===== src/rtl/csGatedRegisterPkg.sv =====
package csGatedRegisterPkg;
  typedef struct packed {
    logic load;     // capture the new word at this edge
    logic fanOut;   // duplicated layout selected
    logic arrHigh;  // duplicated bits placed at the top of each bank
  } regStrobes_t;
endpackage


===== src/rtl/csGatedRegisterCtrl.sv =====
module csGatedRegisterCtrl
  import csGatedRegisterPkg::*;
(
  input  logic        modeFanout,
  input  logic        modeArrB,
  input  logic        selA,
  input  logic        selB,
  output regStrobes_t strobes
);
  always_comb begin
    strobes.load    = !(selA && selB);
    strobes.fanOut  = modeFanout;
    strobes.arrHigh = modeArrB;
  end
endmodule


===== src/rtl/csGatedRegisterPath.sv =====
module csGatedRegisterPath
  import csGatedRegisterPkg::*;
#(
  parameter int WIDTH = 25,
  parameter int HALF  = 14
) (
  input  logic              clk,
  input  logic              rstN,
  input  regStrobes_t       strobes,
  input  logic [WIDTH-1:0]  dIn,
  output logic [WIDTH-1:0]  qBank1,
  output logic [WIDTH-1:0]  qBank2
);
  localparam int OFFSET = WIDTH - HALF;

  logic [WIDTH-1:0] nextBank1;
  logic [WIDTH-1:0] nextBank2;

  for (genvar p = 0; p < WIDTH; p++) begin : gBit
    logic lowSrc;
    logic highSrc;
    logic dupVal;
    if (p < HALF) begin : gLow
      assign lowSrc = dIn[p];
    end else begin : gLowNone
      assign lowSrc = 1'b0;
    end
    if (p >= OFFSET) begin : gHigh
      assign highSrc = dIn[p-OFFSET];
    end else begin : gHighNone
      assign highSrc = 1'b0;
    end
    assign dupVal       = strobes.arrHigh ? highSrc : lowSrc;
    assign nextBank1[p] = strobes.fanOut ? dupVal : dIn[p];
    assign nextBank2[p] = strobes.fanOut ? dupVal : 1'b0;
  end

  always_ff @(posedge clk or negedge rstN) begin
    if (!rstN) begin
      qBank1 <= '0;
      qBank2 <= '0;
    end else if (strobes.load) begin
      qBank1 <= nextBank1;
      qBank2 <= nextBank2;
    end
  end
endmodule


===== src/rtl/csGatedRegister.sv =====
module csGatedRegister
  import csGatedRegisterPkg::*;
#(
  parameter int WIDTH = 25,
  parameter int HALF  = 14
) (
  input  logic             clk,
  input  logic             rstN,
  input  logic             modeFanout,
  input  logic             modeArrB,
  input  logic             selA,
  input  logic             selB,
  input  logic [WIDTH-1:0] dIn,
  output logic [WIDTH-1:0] qBank1,
  output logic [WIDTH-1:0] qBank2
);
  regStrobes_t strobes;

  csGatedRegisterCtrl uCtrl (
    .modeFanout(modeFanout),
    .modeArrB  (modeArrB),
    .selA      (selA),
    .selB      (selB),
    .strobes   (strobes)
  );

  csGatedRegisterPath #(.WIDTH(WIDTH), .HALF(HALF)) uPath (
    .clk    (clk),
    .rstN   (rstN),
    .strobes(strobes),
    .dIn    (dIn),
    .qBank1 (qBank1),
    .qBank2 (qBank2)
  );
endmodule


===== config.mk =====
export PLATFORM = sky130hd
export DESIGN_NAME = csGatedRegister
export DESIGN_NICKNAME = d
export VERILOG_FILES = /design/src/rtl/csGatedRegisterPkg.sv /design/src/rtl/csGatedRegisterCtrl.sv /design/src/rtl/csGatedRegisterPath.sv /design/src/rtl/csGatedRegister.sv
export SDC_FILE = /design/constraint.sdc
export NUM_CORES = 1
export LEC_CHECK = 0
export BUFFER_PORTS_ARGS = -buffer_cell sky130_fd_sc_hd__clkbuf_2
export CAP_MARGIN = 20
export CELL_PAD_IN_SITES_DETAIL_PLACEMENT = 0
export CELL_PAD_IN_SITES_GLOBAL_PLACEMENT = 1
export CORE_ASPECT_RATIO = 1.5
export CORE_UTILIZATION = 36
export DETAILED_ROUTE_END_ITERATION = 10
export PLACE_DENSITY = 0.81
export SLEW_MARGIN = 20
export SYNTH_ARGS = -nofsm -noshare
export SYNTH_HDL_FRONTEND = slang
export SYNTH_HIERARCHICAL = 1
export SYNTH_SLANG_ARGS = --single-unit

===== constraint.sdc =====
create_clock -name clk -period 0.9 [get_ports clk]
set_input_delay 0.18 -clock clk [delete_from_list [all_inputs] [get_ports clk]]
set_output_delay 0.18 -clock clk [all_outputs]
set_load 0.01 [all_outputs]

==> qor.yml <==
clocking:
  cts.clk_slew.worst_paths_ns: 0.10
  htreeDepth: 2
  root_buffer: "clkbuf_8"
  numClockSinks: 50
  clockBufferDepth: 2
  cts_made_buffers: 5
  tritoncts: "yes"
  clk_latency_ns: 0.30
setup_path:
  crit_family: "flip-flops"
  path_max_fanout: 2
  required_ns: 0.72
  critPathCaptureType: "output port"
  arrival_ns: 0.86
  start_kind: "register"
  max_stage_delay_ns: 0.41
  crit_path_cell_trace: "clkbuf_2"
  crit_type: "register to output port"
  slowest_stage: "dfrtp_1"
  worst-path-buf-inv: 1
final_layout:
  antenna_cells: 0
  fillCellCount: 581
  seq_area_mm2: 0.00125
  final_cell_mix: "77 x clkbuf_2, 50 x dfrtp_1, 39 x inv_1"
  nets: 353
  layout.cells.most_common: "clkbuf_2"
  syn2layout_area_growth_pct: 39.5
  final_area_mm2: 0.00301
  drive_gt1_share_pct: 39.6
  multi_input_area_um2: 623
synthesis:
  syn_nets: 247
  ys_warn_count: 6
  synthCells: 216
  syn-cell-area_mm2: 0.00216
  synth.distinct_cells: 17
  ys_seq_area_share_pct: 58.0
  ys_ff_latch: 50
  syn_area_per_cell_um2: 9.99
placement:
  gp_congestion: 0.778
  port_buffers: 80
  place_area_mm2: 0.00265
  preCtsSetupSlack_ns: -0.0612
  dpl.hpwl_mm: 3.93
floorplanning:
  io_pins: 81
  fp-row-count: 34
  dieHeight_um: 96.8
  coreArea_mm2: 0.00579
  die_x_um: 65.2
  dieArea_mm2: 0.00632
  start_util_pct: 37.3
route:
  antenna_left: 0
  drtIter0Drc: 118
  wl_mm: 5.62
  first_pass_iters: 4
  vias: 1883
  viasPerCell: 4.77
  drc: 0
  post_drt_wl_per_cell_um: 14.2
global_routing:
  use_met3_pct: 2.83
  grt_use_total_pct: 18.2
  antenna_found_initial: 0
  first_global_vias: 1770
  grt_use_met2_pct: 30.0
  grt_pass1_wl_mm: 8.84
  grt_overflow_total: 0
  grt.busiest_layer: "met2"
  grt_max_degree: 51
  met1_usage_pct: 23.7
power_and_ir_drop:
  power_leakage_nw: 1.57
  power.density_mw_per_mm2: 1800
  vdd_ir_drop_max_mv: 0.987
timing:
  hold_violations: 0
  hold_ws_ns: 0.105
  finalClockSkew_ns: 0
  fin_crit_sh_pct: 116
  tightest_slew_ns: 0.275
  relSlewSlack_pct: 81.7
  min_period_ns: 1.04
  rsz0062_at_grt: "yes"
  fin_ws_ns: -0.142
  final-setup-viol-count: 50
  drv_slew: 0
  fmax_ghz: 0.960
flow_run:
  drv_cap: 0
status:
  violations: "negative setup slack"
  outcome: "finished with violations"
min_path:
  min_path_type: "primary input to register"
-- worst register-to-register path, cell delays in order, from the launching register on --
cell     delay, ns
dfrtp_1       0.39
buf_4         0.13
buf_4         0.12
inv_1         0.05
o22ai_1       0.07
-- repair_timing --
action / CTS / global route
resized for setup: 0 / 6
hold endpoints to repair: 50 / 0
setup endpoints to repair: 50 / 50
buffers inserted: 13 / 12
hold buffers: 1 / 0
-- power breakdown --
| part | leakage (nW) | total (mW) | internal [mW] | switching, mW |
|---|---|---|---|---|
| Sequential | 0.640 | 2.52 | 2.42 | 0.102 |
| Combinational | 0.861 | 0.983 | 0.470 | 0.513 |
| Clock | 0.0714 | 1.93 | 1.19 | 0.741 |
| Total | 1.57 | 5.43 | 4.07 | 1.36 |
-- flip-flops by register name (all words and copies together), names as in the netlist --
signal,count
uPath/qBank2,25
uPath/qBank1,25
-- stage by stage --
stage	TNS, ns	util [%]	cells	total power, mW
floorplan	0	-	216	2.99
global placement	-0.497	45.8	361	3.39
detailed placement	-1.20	45.8	361	3.41
CTS	-5.79	50.2	383	5.40
global route	-6.91	52.0	395	5.67
finish	-5.17	52.0	395	5.43
-- metal layers --
layer,vias up,share of wire [%]
li1,932,-
met1,892,42
met2,53,52
met3,6,3.7
met4,0,1.4
met5,-,0
-- final timing paths --
kind                                       start          endpoint  slack [ns]  cells after the start
max in group asynchronous                   rstN   uPath/qBank1[1]        0.26                      3
worst min register to register  uPath/qBank2[15]  uPath/qBank2[15]        0.54                      2
worst max register to register   uPath/qBank1[3]   uPath/qBank1[3]        0.02                      4
min in group asynchronous                   rstN  uPath/qBank1[18]        0.38                      3
worst min-delay path                     dIn[21]  uPath/qBank1[21]        0.11                      3
worst max-delay path            uPath/qBank1[12]        qBank1[12]       -0.14                      1
-- layout make-up --
type | instances | area share [%]
clock inverter | 2 | 2.00
sequential | 50 | 41.6
tap | 72 | 2.99
inverter | 39 | 4.86
clock buffer | 6 | 2.74
multi-input combinational | 108 | 20.7
timing repair buffer | 118 | 25.1
-- kinds of logic (layout without fill, tap and decap cells) --
kind of cell | Yosys count | after routing | share of synthesized area, %
multiplexers | 3 | 3 | 1.39
buffers and inverters | 58 | 165 | 13.3
flip-flops | 50 | 50 | 58.0
AND/OR/NAND/NOR | 55 | 55 | 12.5
AO/OA/AOI/OAI | 50 | 50 | 14.8
-- cell usage after synthesis --
master / instances / area share (%)
a31oi_1: 11 / 3.2
nand3_1: 11 / 2.6
buf_2: 7 / 1.6
nand2b_1: 11 / 3.2
inv_1: 39 / 6.8
clkbuf_1: 1 / 0.17
o22ai_1: 36 / 10
buf_6: 5 / 2.6
mux2i_1: 3 / 1.4
nand2b_4: 1 / 0.64
and2_4: 1 / 0.41
dfrtp_1: 50 / 58
nand4_1: 3 / 0.87
nand2_1: 17 / 3.0
nor2_1: 11 / 1.9
o221ai_1: 3 / 1.2
buf_4: 6 / 2.1
(Power assumes the default switching activity.)
